===== config.mk =====
export PLATFORM = sky130hd
export DESIGN_NAME = chan_stack_word
export DESIGN_NICKNAME = d
export VERILOG_FILES = /design/src/rtl/chan_stack_pkg.sv /design/src/rtl/chan_dev_decode.sv /design/src/rtl/chan_addr_reg.sv /design/src/rtl/stack_ptr_reg.sv /design/src/rtl/chan_stack_word.sv
export SDC_FILE = /design/constraint.sdc
export NUM_CORES = 1
export LEC_CHECK = 0
export ABC_AREA = 1
export BUFFER_PORTS_ARGS = -buffer_cell sky130_fd_sc_hd__clkbuf_2
export CORE_AREA = 8 8 47 49
export CTS_BUF_LIST = sky130_fd_sc_hd__clkbuf_8
export DETAILED_ROUTE_END_ITERATION = 10
export DIE_AREA = 0 0 55 57
export PLACE_DENSITY = 0.83
export SLEW_MARGIN = 10
export SYNTH_ARGS = -nofsm -noshare
export SYNTH_HDL_FRONTEND = slang
export SYNTH_SLANG_ARGS = --single-unit

===== constraint.sdc =====
create_clock -name clk -period 1.7 [get_ports clk]
set_clock_uncertainty 0.1 [all_clocks]
set_input_delay 0.34 -clock clk [delete_from_list [all_inputs] [get_ports clk]]
set_output_delay 0.34 -clock clk [all_outputs]
set_load 0.01 [all_outputs]

===== src/rtl/chan_stack_pkg.sv =====
package chan_stack_pkg;
  // Load source chosen for the channel address each cycle
  typedef enum logic [1:0] {
    CA_HOLD  = 2'd0,
    CA_BUS   = 2'd1,
    CA_DEV   = 2'd2,
    CA_MERGE = 2'd3
  } ca_src_e;
endpackage


===== src/rtl/chan_dev_decode.sv =====
module chan_dev_decode #(
  parameter int DEV_W   = 3,
  parameter int FIELD_W = 3
) (
  input  logic [DEV_W-1:0]   dev_code,
  output logic [FIELD_W-1:0] field
);
  localparam int CODE_MAX = (1 << DEV_W) - 1;

  // Bit i of the field is set by the code that sits i steps below the top code
  for (genvar i = 0; i < FIELD_W; i++) begin : g_bit
    assign field[i] = (dev_code == DEV_W'(CODE_MAX - i));
  end
endmodule


===== src/rtl/chan_addr_reg.sv =====
module chan_addr_reg
  import chan_stack_pkg::*;
#(
  parameter int BYTE_W  = 8,
  parameter int FIELD_W = 3
) (
  input  logic               clk,
  input  logic               rst_n,
  input  ca_src_e            src,
  input  logic [BYTE_W-1:0]  bus_byte,
  input  logic [FIELD_W-1:0] dev_field,
  output logic [BYTE_W-1:0]  q
);
  localparam int HI_W = BYTE_W - FIELD_W;

  logic [BYTE_W-1:0] nxt;

  always_comb begin
    unique case (src)
      CA_BUS:   nxt = bus_byte;
      CA_DEV:   nxt = {q[BYTE_W-1 -: HI_W], dev_field};
      CA_MERGE: nxt = {bus_byte[BYTE_W-1 -: HI_W], dev_field};
      default:  nxt = q;
    endcase
  end

  always_ff @(posedge clk or negedge rst_n) begin
    if (!rst_n) q <= '0;
    else        q <= nxt;
  end
endmodule


===== src/rtl/stack_ptr_reg.sv =====
module stack_ptr_reg #(
  parameter int BYTE_W = 8
) (
  input  logic              clk,
  input  logic              rst_n,
  input  logic              load,
  input  logic [BYTE_W-1:0] d,
  output logic [BYTE_W-1:0] q
);
  always_ff @(posedge clk or negedge rst_n) begin
    if (!rst_n)    q <= '0;
    else if (load) q <= d;
  end
endmodule


===== src/rtl/chan_stack_word.sv =====
module chan_stack_word
  import chan_stack_pkg::*;
#(
  parameter int BYTE_W  = 8,
  parameter int DEV_W   = 3,
  parameter int FIELD_W = 3
) (
  input  logic                clk,
  input  logic                rst_n,
  input  logic                ca_wr,
  input  logic                sp_wr,
  input  logic [2*BYTE_W-1:0] wdata,
  input  logic                dev_sel,
  input  logic [DEV_W-1:0]    dev_code,
  output logic [2*BYTE_W-1:0] rdata
);
  localparam int WORD_W = 2 * BYTE_W;

  logic [FIELD_W-1:0] dev_field;
  logic [BYTE_W-1:0]  ca_q;
  logic [BYTE_W-1:0]  sp_q;
  ca_src_e            ca_src;

  always_comb begin
    unique case ({ca_wr, dev_sel})
      2'b10:   ca_src = CA_BUS;
      2'b01:   ca_src = CA_DEV;
      2'b11:   ca_src = CA_MERGE;
      default: ca_src = CA_HOLD;
    endcase
  end

  chan_dev_decode #(.DEV_W(DEV_W), .FIELD_W(FIELD_W)) u_dec (
    .dev_code (dev_code),
    .field    (dev_field)
  );

  chan_addr_reg #(.BYTE_W(BYTE_W), .FIELD_W(FIELD_W)) u_ca (
    .clk       (clk),
    .rst_n     (rst_n),
    .src       (ca_src),
    .bus_byte  (wdata[WORD_W-1:BYTE_W]),
    .dev_field (dev_field),
    .q         (ca_q)
  );

  stack_ptr_reg #(.BYTE_W(BYTE_W)) u_sp (
    .clk   (clk),
    .rst_n (rst_n),
    .load  (sp_wr),
    .d     (wdata[BYTE_W-1:0]),
    .q     (sp_q)
  );

  assign rdata = {ca_q, sp_q};
endmodule


==> metrics.cfg <==
[layout]
area_growth_pct = 41.0
drive_above_1_share_pct = 41.8
n_fill_cell = 139
stdcell_count = 127
fin_area_sq_um = 951
num_antenna_cells = 0
layout.nets = 135

[worst_setup_path]
start_kind = register
cp.arrival_ns = 0.77
regToRegSetupSlack_ns = 0.81
path_max_fanout = 2
end_kind = output port
crit_family = flip-flops
slowest_delay_ns = 0.39
critPathRequiredTime_ns = 1.26
crit_type = reg -> out
cp_num_buf_inv = 1
crit_chain = clkbuf_2
cp_slowest_cell = dfrtp_1

[sta]
final-hold-violation-count = 0
rsz0062_at_grt = no
timing.fmax_mhz = 827
slew_headroom_pct = 74.3
fin_crit_sh_pct = 71.1
finalCriticalPeriod_ns = 1.21
setup_viol = 0
slew_violations = 0
tns_ns = 0
worst-slew-pin-transition_ns = 0.385

[global_routing]
grt.overflow.total = 0
grt_pass1_wl_um = 2500
track_usage_pct = 10.6
antenna_found_initial = 0
grt_max_degree = 17
grt_pass1_vias = 611

[cts]
ctsHoldBuffers = 1
clkSlewWorstSetupHoldPaths_ns = 0.06
cts_root_buf = clkbuf_8
cts_max_level = 1
tritoncts = yes
post_cts_buffers = 0
post_cts_resized = 0
clk_latency_ns = 0.24
clkSinkCount = 16
cts_buffers = 3
clk_path_buf_depth = 2

[synth]
synth_area_leaders = dfrtp_1, nand2_1, mux2_1, nor2_1, bufinv_8
yosysSeqAreaShare_pct = 59.4
synthesis.nets = 91
synth_cell_types = 9
yosysWarnings = 0
syn_area_sq_um = 674
synth.largest_area_cell = dfrtp_1
synth_top_area_share_pct = 59.4
netlist_instances = 67
avgSynthCellArea_sq_um = 10.1
synth.ff_latch_count = 16

[placement]
place_area_sq_um = 886
place_congestion = 0.684
portBuffers = 39
placed_cells = 122
dp_hpwl_um = 1320

[min_path]
hold_path_class = in -> reg

[floorplan]
start_util_pct = 42.8
dieArea_sq_um = 3140
ios = 40
die_w_um = 55
rows = 15
dieHeight_um = 57
core_sq_um = 1580

[route]
wl_per_cell_um = 12.5
ant_nets = 0
wl_um = 1590
drc = 0
dr.pass1.iters = 4
vias = 577
viasPerCell = 4.54
drt_iter0_drc = 6

[power]
total_leakage_power_nw = 0.550
p_total_mw = 0.920
ir_drop_mv = 0.492
p_per_area_nw_per_um2 = 967

[flow_run]
maxCapViolCount = 0

[run_status]
outcome = complete, no violations

synthesized netlist by cell type, drive strengths merged:
cell type,count
buf,1
bufinv,1
dfrtp,16
inv,3
mux2,8
nand2,26
nor2,12
area by class of cell:
type	instances	area, sq um	share of cell area (%)
Inverter	4	28.8	3.03
Sequential cell	16	400	42.1
Clock buffer	4	55.1	5.79
Multi-Input combinational cell	46	240	25.3
Timing Repair Buffer	40	205	21.6
Tap cell	17	21.3	2.24
registers in the layout (all words and copies together), names as in the netlist:
register,count
u_ca.q,8
u_sp.q,8
logic make-up (layout without fill, tap and decap cells):
kind of cell	Yosys count	after routing	synth area share [%]
AND/OR/NAND/NOR	38	38	22.3
multiplexers	8	8	13.4
buffers and inverters	5	48	5.01
flip-flops	16	16	59.4
through the flow:
stage / utilization, % / worst slack [ns] / hold WS (ns)
CTS: 60.3 / 0.480 / 0.194
detailed placement: 56.2 / 0.564 / 0.180
finish: 60.3 / 0.491 / 0.193
global route: 60.3 / 0.457 / 0.208
floorplan: - / 0.646 / -0.0556
global placement: 56.2 / 0.599 / 0.172
metal layers:
| layer | wire (um) | up-vias | share of wire [%] | global-route usage [%] |
|---|---|---|---|---|
| li1 | - | 292 | - | - |
| met1 | 576 | 255 | 36 | 11.2 |
| met2 | 790 | 28 | 50 | 18.6 |
| met3 | 205 | 2 | 13 | 3.64 |
| met4 | 16 | 0 | 1.0 | 3.09 |
| met5 | 0 | - | 0 | 0 |
path summary, 6_finish.rpt:
| path | cells after the start | from | to |
|---|---|---|---|
| worst min register to register | 2 | u_ca.q[3] | u_ca.q[3] |
| min in group asynchronous | 2 | rst_n | u_sp.q[2] |
| max in group asynchronous | 2 | rst_n | u_sp.q[1] |
| worst max-delay path | 1 | u_ca.q[1] | rdata[9] |
| worst max register to register | 1 | u_sp.q[3] | u_sp.q[3] |
| worst min-delay path | 3 | wdata[12] | u_ca.q[4] |
cells in the final DEF, fill, tap and decap left out:
cell / Yosys / routed
inv_1: 2 / 2
bufinv_8: 1 / 1
nor2_1: 12 / 12
inv_2: 1 / 1
nand2_1: 25 / 25
clkbuf_8: 0 / 4
mux2_1: 8 / 8
dlygate4sd3_1: 0 / 1
dfrtp_1: 16 / 16
nand2_4: 1 / 1
clkbuf_2: 0 / 39
power breakdown:
part / switching [mW] / leakage [nW] / internal, mW / total (mW)
registers: 0.0179 / 0.191 / 0.418 / 0.436
clock network: 0.127 / 0.0288 / 0.205 / 0.332
logic: 0.0795 / 0.330 / 0.0728 / 0.152
Power figures use the tool's default switching activity.
